**config.mk**
```make
export PLATFORM = sky130hd
export DESIGN_NAME = xac_top
export DESIGN_NICKNAME = d
export VERILOG_FILES = /design/src/rtl/xac_pkg.sv /design/src/rtl/xac_sfr.sv /design/src/rtl/xac_decode.sv /design/src/rtl/xac_top.sv
export SDC_FILE = /design/constraint.sdc
export NUM_CORES = 1
export LEC_CHECK = 0
export BUFFER_PORTS_ARGS = -buffer_cell sky130_fd_sc_hd__buf_4
export CORE_UTILIZATION = 39
export CTS_CLUSTER_SIZE = 16
export DETAILED_ROUTE_END_ITERATION = 8
export GPL_TIMING_DRIVEN = 0
export PLACE_DENSITY = 0.8
export SKIP_CTS_REPAIR_TIMING = 1
export SYNTH_ARGS = -nofsm -noshare
export SYNTH_HDL_FRONTEND = slang
export SYNTH_HIERARCHICAL = 1
export SYNTH_SLANG_ARGS = --single-unit
```
**constraint.sdc**
```tcl
create_clock -name clk -period 2.7 [get_ports clk]
set_clock_uncertainty 0.15 [all_clocks]
set_input_delay 0.675 -clock clk [delete_from_list [all_inputs] [get_ports clk]]
set_output_delay 0.675 -clock clk [all_outputs]
set_load 0.01 [all_outputs]
```
**src/rtl/xac_pkg.sv**
```systemverilog
package xac_pkg;
  // Fixed upper bits of the control register as read back
  localparam logic [5:0] CTRL_FIXED = 6'b101000;

  typedef struct packed {
    logic mirror;   // bit 1
    logic disable_; // bit 0
  } ctrl_t;

  localparam ctrl_t CTRL_RESET = '{mirror: 1'b0, disable_: 1'b1};
endpackage

```
**src/rtl/xac_sfr.sv**
```systemverilog
module xac_sfr
  import xac_pkg::*;
#(
  parameter int          DATA_W    = 8,
  parameter logic [7:0]  CTRL_ADDR = 8'hB1,
  parameter logic [7:0]  PAGE_ADDR = 8'h91
) (
  input  logic              clk,
  input  logic              rst,
  input  logic [7:0]        sfr_addr,
  input  logic [DATA_W-1:0] sfr_wdata,
  input  logic              sfr_we,
  output logic [DATA_W-1:0] sfr_rdata,
  output ctrl_t             ctrl,
  output logic [DATA_W-1:0] page
);
  logic ctrl_hit, page_hit;
  assign ctrl_hit = (sfr_addr == CTRL_ADDR);
  assign page_hit = (sfr_addr == PAGE_ADDR);

  always_ff @(posedge clk) begin
    if (rst) begin
      ctrl <= CTRL_RESET;
      page <= '0;
    end else begin
      if (sfr_we && ctrl_hit) begin
        ctrl.mirror   <= sfr_wdata[1];
        // disable bit can only be cleared by software
        ctrl.disable_ <= ctrl.disable_ & sfr_wdata[0];
      end
      if (sfr_we && page_hit)
        page <= sfr_wdata;
    end
  end

  always_comb begin
    sfr_rdata = '0;
    if (ctrl_hit)
      sfr_rdata[7:0] = {CTRL_FIXED, ctrl.mirror, ctrl.disable_};
    else if (page_hit)
      sfr_rdata = page;
  end

  AST_LOCK_HELD: assert property (@(posedge clk) disable iff (rst)
    !ctrl.disable_ |=> !ctrl.disable_);
  AST_PAGE_STABLE: assert property (@(posedge clk) disable iff (rst)
    !(sfr_we && page_hit) |=> $stable(page));
endmodule

```
**src/rtl/xac_decode.sv**
```systemverilog
module xac_decode
  import xac_pkg::*;
#(
  parameter int                ADDR_W    = 16,
  parameter int                DATA_W    = 8,
  parameter logic [ADDR_W-1:0] RAM_BASE  = 16'hF700,
  localparam int               RAM_SIZE  = (1 << ADDR_W) - int'(RAM_BASE),
  localparam int               OFS_W     = $clog2(RAM_SIZE),
  localparam int               LOW_W     = ADDR_W - DATA_W
) (
  input  logic              clk,
  input  logic              rst,
  input  ctrl_t             ctrl,
  input  logic [DATA_W-1:0] page,
  input  logic [ADDR_W-1:0] acc_addr,
  input  logic              acc_rd,
  input  logic              acc_wr,
  input  logic              acc_wide,
  output logic              ram_cs,
  output logic              ram_rd,
  output logic              ram_wr,
  output logic [OFS_W-1:0]  ram_ofs,
  output logic [ADDR_W-1:0] ext_addr,
  output logic              ext_drive,
  output logic              ext_rd,
  output logic              ext_wr
);
  logic [ADDR_W-1:0] eff;
  logic [ADDR_W-1:0] diff;
  logic              in_range, req, to_ext;

  assign eff      = acc_wide ? acc_addr : {page, acc_addr[LOW_W-1:0]};
  assign in_range = (eff >= RAM_BASE);
  assign req      = acc_rd | acc_wr;
  assign diff     = eff - RAM_BASE;

  assign ram_cs   = req & in_range & ~ctrl.disable_;
  assign ram_rd   = ram_cs & acc_rd;
  assign ram_wr   = ram_cs & acc_wr;
  assign ram_ofs  = diff[OFS_W-1:0];

  assign to_ext    = req & (~ram_cs | ctrl.mirror);
  assign ext_addr  = eff;
  assign ext_drive = to_ext;
  assign ext_rd    = to_ext & acc_rd;
  assign ext_wr    = to_ext & acc_wr;

  AST_CS_IN_RANGE: assert property (@(posedge clk) disable iff (rst)
    ram_cs |-> (ext_addr >= RAM_BASE));
  AST_DISABLED_NO_CS: assert property (@(posedge clk) disable iff (rst)
    ctrl.disable_ |-> !ram_cs);
  AST_HIDDEN_CYCLE: assert property (@(posedge clk) disable iff (rst)
    (ram_cs && !ctrl.mirror) |-> (!ext_rd && !ext_wr && !ext_drive));
  AST_MIRRORED_CYCLE: assert property (@(posedge clk) disable iff (rst)
    (ram_cs && ctrl.mirror) |-> (ext_drive && (ext_rd == ram_rd) && (ext_wr == ram_wr)));
  AST_EXT_FOLLOWS: assert property (@(posedge clk) disable iff (rst)
    !ram_cs |-> (ext_rd == acc_rd && ext_wr == acc_wr));
  AST_RAM_STROBE_ONEHOT: assert property (@(posedge clk) disable iff (rst)
    $onehot0({acc_rd, acc_wr}) |-> $onehot0({ram_rd, ram_wr}));
endmodule

```
**src/rtl/xac_top.sv**
```systemverilog
module xac_top
  import xac_pkg::*;
#(
  parameter int          ADDR_W    = 16,
  parameter int          DATA_W    = 8,
  parameter logic [15:0] RAM_BASE  = 16'hF700,
  parameter logic [7:0]  CTRL_ADDR = 8'hB1,
  parameter logic [7:0]  PAGE_ADDR = 8'h91,
  localparam int         OFS_W     = $clog2((1 << ADDR_W) - int'(RAM_BASE))
) (
  input  logic              clk,
  input  logic              rst,
  input  logic [7:0]        sfr_addr,
  input  logic [DATA_W-1:0] sfr_wdata,
  input  logic              sfr_we,
  output logic [DATA_W-1:0] sfr_rdata,
  input  logic [ADDR_W-1:0] acc_addr,
  input  logic              acc_rd,
  input  logic              acc_wr,
  input  logic              acc_wide,
  output logic              ram_cs,
  output logic              ram_rd,
  output logic              ram_wr,
  output logic [OFS_W-1:0]  ram_ofs,
  output logic [ADDR_W-1:0] ext_addr,
  output logic              ext_drive,
  output logic              ext_rd,
  output logic              ext_wr
);
  ctrl_t             ctrl;
  logic [DATA_W-1:0] page;

  xac_sfr #(
    .DATA_W(DATA_W), .CTRL_ADDR(CTRL_ADDR), .PAGE_ADDR(PAGE_ADDR)
  ) u_sfr (
    .clk(clk), .rst(rst), .sfr_addr(sfr_addr), .sfr_wdata(sfr_wdata),
    .sfr_we(sfr_we), .sfr_rdata(sfr_rdata), .ctrl(ctrl), .page(page)
  );

  xac_decode #(
    .ADDR_W(ADDR_W), .DATA_W(DATA_W), .RAM_BASE(RAM_BASE[ADDR_W-1:0])
  ) u_dec (
    .clk(clk), .rst(rst), .ctrl(ctrl), .page(page),
    .acc_addr(acc_addr), .acc_rd(acc_rd), .acc_wr(acc_wr), .acc_wide(acc_wide),
    .ram_cs(ram_cs), .ram_rd(ram_rd), .ram_wr(ram_wr), .ram_ofs(ram_ofs),
    .ext_addr(ext_addr), .ext_drive(ext_drive), .ext_rd(ext_rd), .ext_wr(ext_wr)
  );
endmodule

```
Yosys cells after proc, flatten, opt, wreduce, memory -nomap -nowiden
Index checks and enable logic that the tools add are counted.
Storage, ports and cells
  flip-flop bits (word level): 10
  input bits: 38
  output and inout bits: 42
  word-level logic and storage cells: 24
Operators by class
  multiplexer cells: 3
  add/subtract/negate cells: 1
  bitwise logic cells: 12
  reduce and logical (&&, ||, !) cells: 2
  order comparisons: 1
  eq/ne operators: 2
Operators by type and width (number)
  8-bit equality test (second input constant): 2
  16-bit greater-or-equal comparator (second input constant): 1
  16-bit two-way mux: 1
  8-bit two-way mux: 2
  12-bit by 11-bit subtractor with 12-bit output (second input constant): 1
  1-bit bitwise AND: 8
  1-bit logical AND: 2
  1-bit inverter: 2
  1-bit OR: 2

Depth between registers and ports, before layout
  word-level depth: 8
  mapped depth: 7
  gate-level depth less buffers: 6

Modules after synthesis
The synthesis kept the hierarchy.
By module, submodules not included
  xac_sfr: instances 1, seq. area each 200.2 um2, area an instance 555.5 um2, cells an instance 58
  xac_decode: instances 1, seq. area each 0.0 um2, area an instance 424.2 um2, cells an instance 49

Worst setup path before layout
Ideal clock, no wire load.
  path type: input to output
  start: input acc_wide
  end: output ext_rd
  stages: 7
  arrival: 2.265 ns
  path slack: -0.390 ns
  required time: 1.875 ns
  buffers on the path: 1
  path through: buf_6 mux2i_1 inv_1 ha_1 a21oi_1 o22ai_1 a21boi_0
Between the ends
  word-level cells in the longest chain between the ends: 8
RTL lines
  from (decl): line xac_top.sv:20  | input logic acc_wide,
  16-bit two-way mux: line xac_decode.sv:32  | assign eff = acc_wide ? acc_addr : {page, acc_addr[LOW_W-1:0]};
  via ext_addr[8]: line xac_top.sv:25  | output logic [ADDR_W-1:0] ext_addr,
  16-bit greater-or-equal comparator: line xac_decode.sv:33  | assign in_range = (eff >= RAM_BASE);
  1-bit bitwise AND (2 in a row): line xac_decode.sv:37  | assign ram_cs = req & in_range & ~ctrl.disable_;
  1-bit inverter: line xac_decode.sv:42  | assign to_ext = req & (~ram_cs | ctrl.mirror);
  1-bit OR: line xac_decode.sv:42
  1-bit bitwise AND: line xac_decode.sv:42
  1-bit bitwise AND: line xac_decode.sv:45  | assign ext_rd = to_ext & acc_rd;
  to (decl): line xac_top.sv:27  | output logic ext_rd,
The timed path passes the listed nets, and every way through them passes these cells.

Final worst setup path
  start: input acc_wide
  end: output ext_wr
Between the ends
  word-level cells in the longest chain between the ends: 8
RTL lines
  16-bit two-way mux: line xac_decode.sv:32
  16-bit greater-or-equal comparator: line xac_decode.sv:33
  1-bit bitwise AND (2 in a row): line xac_decode.sv:37
  1-bit inverter: line xac_decode.sv:42
  1-bit OR: line xac_decode.sv:42
  1-bit bitwise AND: line xac_decode.sv:42
  1-bit bitwise AND: line xac_decode.sv:46  | assign ext_wr = to_ext & acc_wr;
  to (decl): line xac_top.sv:28  | output logic ext_wr
Every way passes these cells.

==> metrics.txt <==
# TYPE chip_impl_metric gauge
chip_impl_metric{name="detail_route.iter0.violations",unit=""} 5
chip_impl_metric{name="yosysWarningCount",unit=""} 6
chip_impl_metric{name="vias_per_cell",unit=""} 4.96
chip_impl_metric{name="rows",unit=""} 17
chip_impl_metric{name="io_pins",unit=""} 80
chip_impl_metric{name="fillers",unit=""} 171
chip_impl_metric{name="number_of_pins_with_negative_max_slew_slack_in_the_final_report",unit=""} 0
chip_impl_metric{name="floorplan.die.height",unit="um"} 52.1
chip_impl_metric{name="tritoncts.num_buffers",unit=""} 3
chip_impl_metric{name="drc_markers",unit=""} 0
chip_impl_metric{name="routability_cong",unit=""} 0.779
chip_impl_metric{name="max_freq",unit="GHz"} 0.354
chip_impl_metric{name="mappedNetlistArea",unit="um^2"} 980
chip_impl_metric{name="worst-path-max-fanout",unit=""} 4
chip_impl_info{name="synthTopCellsByCount",value="nand2b_1 (17), buf_4 (16), mux2i_1 (14)"} 1
chip_impl_metric{name="grt_max_degree",unit=""} 11
chip_impl_metric{name="nNetsFinal",unit=""} 229
chip_impl_info{name="rr_endpoint",value="u_sfr/page[4]"} 1
chip_impl_metric{name="initial_antenna_violation_count",unit=""} 0
chip_impl_info{name="worst_hold_path_type",value="flip-flop to flip-flop"} 1
chip_impl_metric{name="synth.distinct_cells",unit=""} 32
chip_impl_metric{name="avgSynthCellArea",unit="um^2"} 9.16
chip_impl_metric{name="synth-seq-area-share",unit="%"} 20.4
chip_impl_metric{name="first_global_vias",unit=""} 974
chip_impl_metric{name="ys_ff_latch",unit=""} 10
chip_impl_metric{name="dieArea",unit="um^2"} 2720
chip_impl_metric{name="reg2reg_depth",unit=""} 2
chip_impl_metric{name="clk_path_buf_depth",unit=""} 2
chip_impl_info{name="yosys.area.top_type",value="dfxtp_1"} 1
chip_impl_metric{name="finalCoreUtilization",unit="%"} 75.8
chip_impl_info{name="rsz0062_at_grt",value="true"} 1
chip_impl_metric{name="die_w",unit="um"} 52.1
chip_impl_metric{name="min_delay_path_depth",unit=""} 2
chip_impl_metric{name="placement.io_buffers",unit=""} 70
chip_impl_info{name="failed_checks",value="setup timing"} 1
chip_impl_info{name="startpoint_type",value="input pin"} 1
chip_impl_metric{name="worstSkewPairLatency",unit="ns"} 0.26
chip_impl_metric{name="grt_pass1_wl",unit="um"} 3990
chip_impl_metric{name="cap_violations",unit=""} 0
chip_impl_metric{name="final_design_area_no_fill",unit="um^2"} 1740
chip_impl_metric{name="dpl.hpwl",unit="um"} 2180
chip_impl_metric{name="power_density",unit="nW/um^2"} 259
chip_impl_info{name="worst_setup_path_end_kind",value="output port"} 1
chip_impl_metric{name="regToRegSetupSlack",unit="ns"} 1.80
chip_impl_metric{name="worstPathArrival",unit="ns"} 2.00
chip_impl_metric{name="post-route-worst-setup-slack",unit="ns"} -0.126
chip_impl_metric{name="placed_cell_area",unit="um^2"} 1590
chip_impl_info{name="run_status",value="finished, violations left"} 1
chip_impl_info{name="clock-root-buffer",value="clkbuf_4"} 1
chip_impl_metric{name="critical_path_required",unit="ns"} 1.88
chip_impl_metric{name="synth_enable_flop_cells",unit=""} 0
chip_impl_metric{name="vias",unit=""} 1076
chip_impl_metric{name="clock_sink_count",unit=""} 10
chip_impl_info{name="hp-start",value="u_sfr/page[0]"} 1
chip_impl_metric{name="timing.max_slew.rel_slack",unit="%"} 74.7
chip_impl_info{name="yosysMostFrequentCell",value="nand2b_1"} 1
chip_impl_metric{name="share_of_yosys_cell_area_claimed_by_the_top_area_cell_type",unit="%"} 20.4
chip_impl_metric{name="drt_first_pass_iters",unit=""} 4
chip_impl_metric{name="total_leakage_power",unit="nW"} 0.885
chip_impl_info{name="cts_tree",value="yes"} 1
chip_impl_metric{name="core_region_area",unit="um^2"} 2300
chip_impl_metric{name="detail_route.wl_per_cell",unit="um"} 13.1
chip_impl_metric{name="grt_util_all_layers",unit="%"} 19.2
chip_impl_metric{name="setup-violations-final",unit=""} 6
chip_impl_metric{name="vdd_drop_max",unit="mV"} 0.258
chip_impl_info{name="yosys_most_used_dff",value="dfxtp_1"} 1
chip_impl_info{name="synthTopCellsByArea",value="dfxtp_1 (20%), mux2i_1 (14%), buf_4 (12%)"} 1
chip_impl_metric{name="clkTransAtPathRegs",unit="ns"} 0.07
chip_impl_metric{name="floorplan.initialDensity",unit="%"} 42.6
chip_impl_metric{name="postSynthCellCount",unit=""} 107
chip_impl_metric{name="layout_worst_path_cycle_share",unit="%"} 105
chip_impl_metric{name="synth_async_sr_flop_share",unit="%"} 0
chip_impl_metric{name="synth_fp_nets",unit=""} 146
chip_impl_metric{name="final_hold_violation_count",unit=""} 0
chip_impl_info{name="critical_path_class",value="input pin to output port"} 1
chip_impl_metric{name="period_needed",unit="ns"} 2.83
chip_impl_metric{name="ant_nets",unit=""} 0
chip_impl_metric{name="antenna_cells",unit=""} 0
chip_impl_metric{name="worstMarginPinSlew",unit="ns"} 0.369
chip_impl_info{name="regToRegStartpoint",value="u_sfr/page[4]"} 1
chip_impl_metric{name="area_growth_syn_to_layout",unit="%"} 77.7
chip_impl_metric{name="overflow",unit=""} 0
chip_impl_metric{name="wl",unit="um"} 2830
chip_impl_info{name="worst_hold_path.endpoint",value="u_sfr/page[0]"} 1
chip_impl_metric{name="drive_above_1_share",unit="%"} 67.7
chip_impl_metric{name="cts.htree.levels",unit=""} 1
[state kept, by name, indices dropped and copies added (netlist names)]
signal,cells
u_sfr/ctrl,2
u_sfr/page,8
[through the flow]
step / instances / setup WS (ns) / hold WS (ns) / setup TNS [ns] / power (mW)
final: 217 / -0.126 / 0.369 / -0.631 / 0.452
after global routing: 217 / -0.181 / 0.398 / -0.959 / 0.477
after CTS: 209 / -0.324 / 0.351 / -1.78 / 0.438
after detailed placement: 205 / -0.322 / 0.340 / -1.76 / 0.309
after global placement: 205 / -0.272 / 0.331 / -1.46 / 0.304
after floorplan: 107 / 0.0118 / 0.313 / 0 / 0.228
[placed cells by master, fill, tap and decap left out, types with 3 or more instances in the layout]
| master | netlist | routed |
|---|---|---|
| buf_4 | 16 | 93 |
| nand2b_1 | 17 | 17 |
| mux2i_1 | 14 | 12 |
| dfxtp_1 | 10 | 10 |
| nor2_1 | 7 | 7 |
| mux2_2 | 5 | 5 |
| nor3b_1 | 4 | 4 |
| clkbuf_4 | 0 | 3 |
[layer usage]
layer  global-route usage (%)  part of all wire, %  vias to the layer above
li1                         -                    -                      522
met1                     20.1                   36                      501
met2                     38.7                   56                       49
met3                     1.46                  6.7                        4
met4                     6.76                  1.0                        0
met5                        0                    0                        -
[power by group]
part / internal, mW / leakage (nW) / switching, mW
Combinational: 0.108 / 0.783 / 0.0658
Sequential: 0.148 / 0.0806 / 0.000244
Clock: 0.0817 / 0.0210 / 0.0478
Total: 0.338 / 0.885 / 0.114
[cells by family (layout without fill, tap and decap cells)]
| group | Yosys count | count (layout) | share of synthesized area [%] |
|---|---|---|---|
| AOI/OAI and AO/OA | 10 | 10 | 8.43 |
| and+or+nand+nor | 42 | 42 | 31.4 |
| DFF | 10 | 10 | 20.4 |
| xor gates and xnor gates | 2 | 2 | 1.79 |
| adders and majority gates | 1 | 1 | 1.28 |
| muxes | 19 | 19 | 20.1 |
| buffers and inverters | 23 | 105 | 16.6 |
[final cells by class]
class                           count  area, um^2  area share [%]
Multi-Input combinational cell     74         704            40.5
Clock buffer                        4        36.3            2.08
Inverter                            3        11.3           0.647
Sequential cell                    10         200            11.5
Timing Repair Buffer               78         593            34.1
Tap cell                           28        35.0            2.01
Buffer                             20         160            9.20
[worst max path at each step]
| stage | start | end | slack, ns | cells after the start |
|---|---|---|---|---|
| 3_3_place_gp | acc_wide | ext_drive | -0.27 | 9 |
| 6_report | acc_wide | ext_wr | -0.13 | 9 |
| 2_1_floorplan | acc_wide | ext_drive | 0.01 | 7 |
| 3_5_place_dp | acc_wide | ext_drive | -0.32 | 9 |
| 5_1_grt | acc_wide | ext_wr | -0.18 | 9 |
| 4_1_cts | acc_wide | ext_drive | -0.32 | 9 |
[critical path, cell delays in order]
cell and delay [ns]:
buf_8 0.08, buf_12 0.11, mux2i_4 0.26, inv_2 0.08
ha_4 0.19, a21oi_4 0.20, o22ai_4 0.11, a21boi_2 0.16
buf_4 0.14
Note: power is estimated with default switching activity, not from simulation.
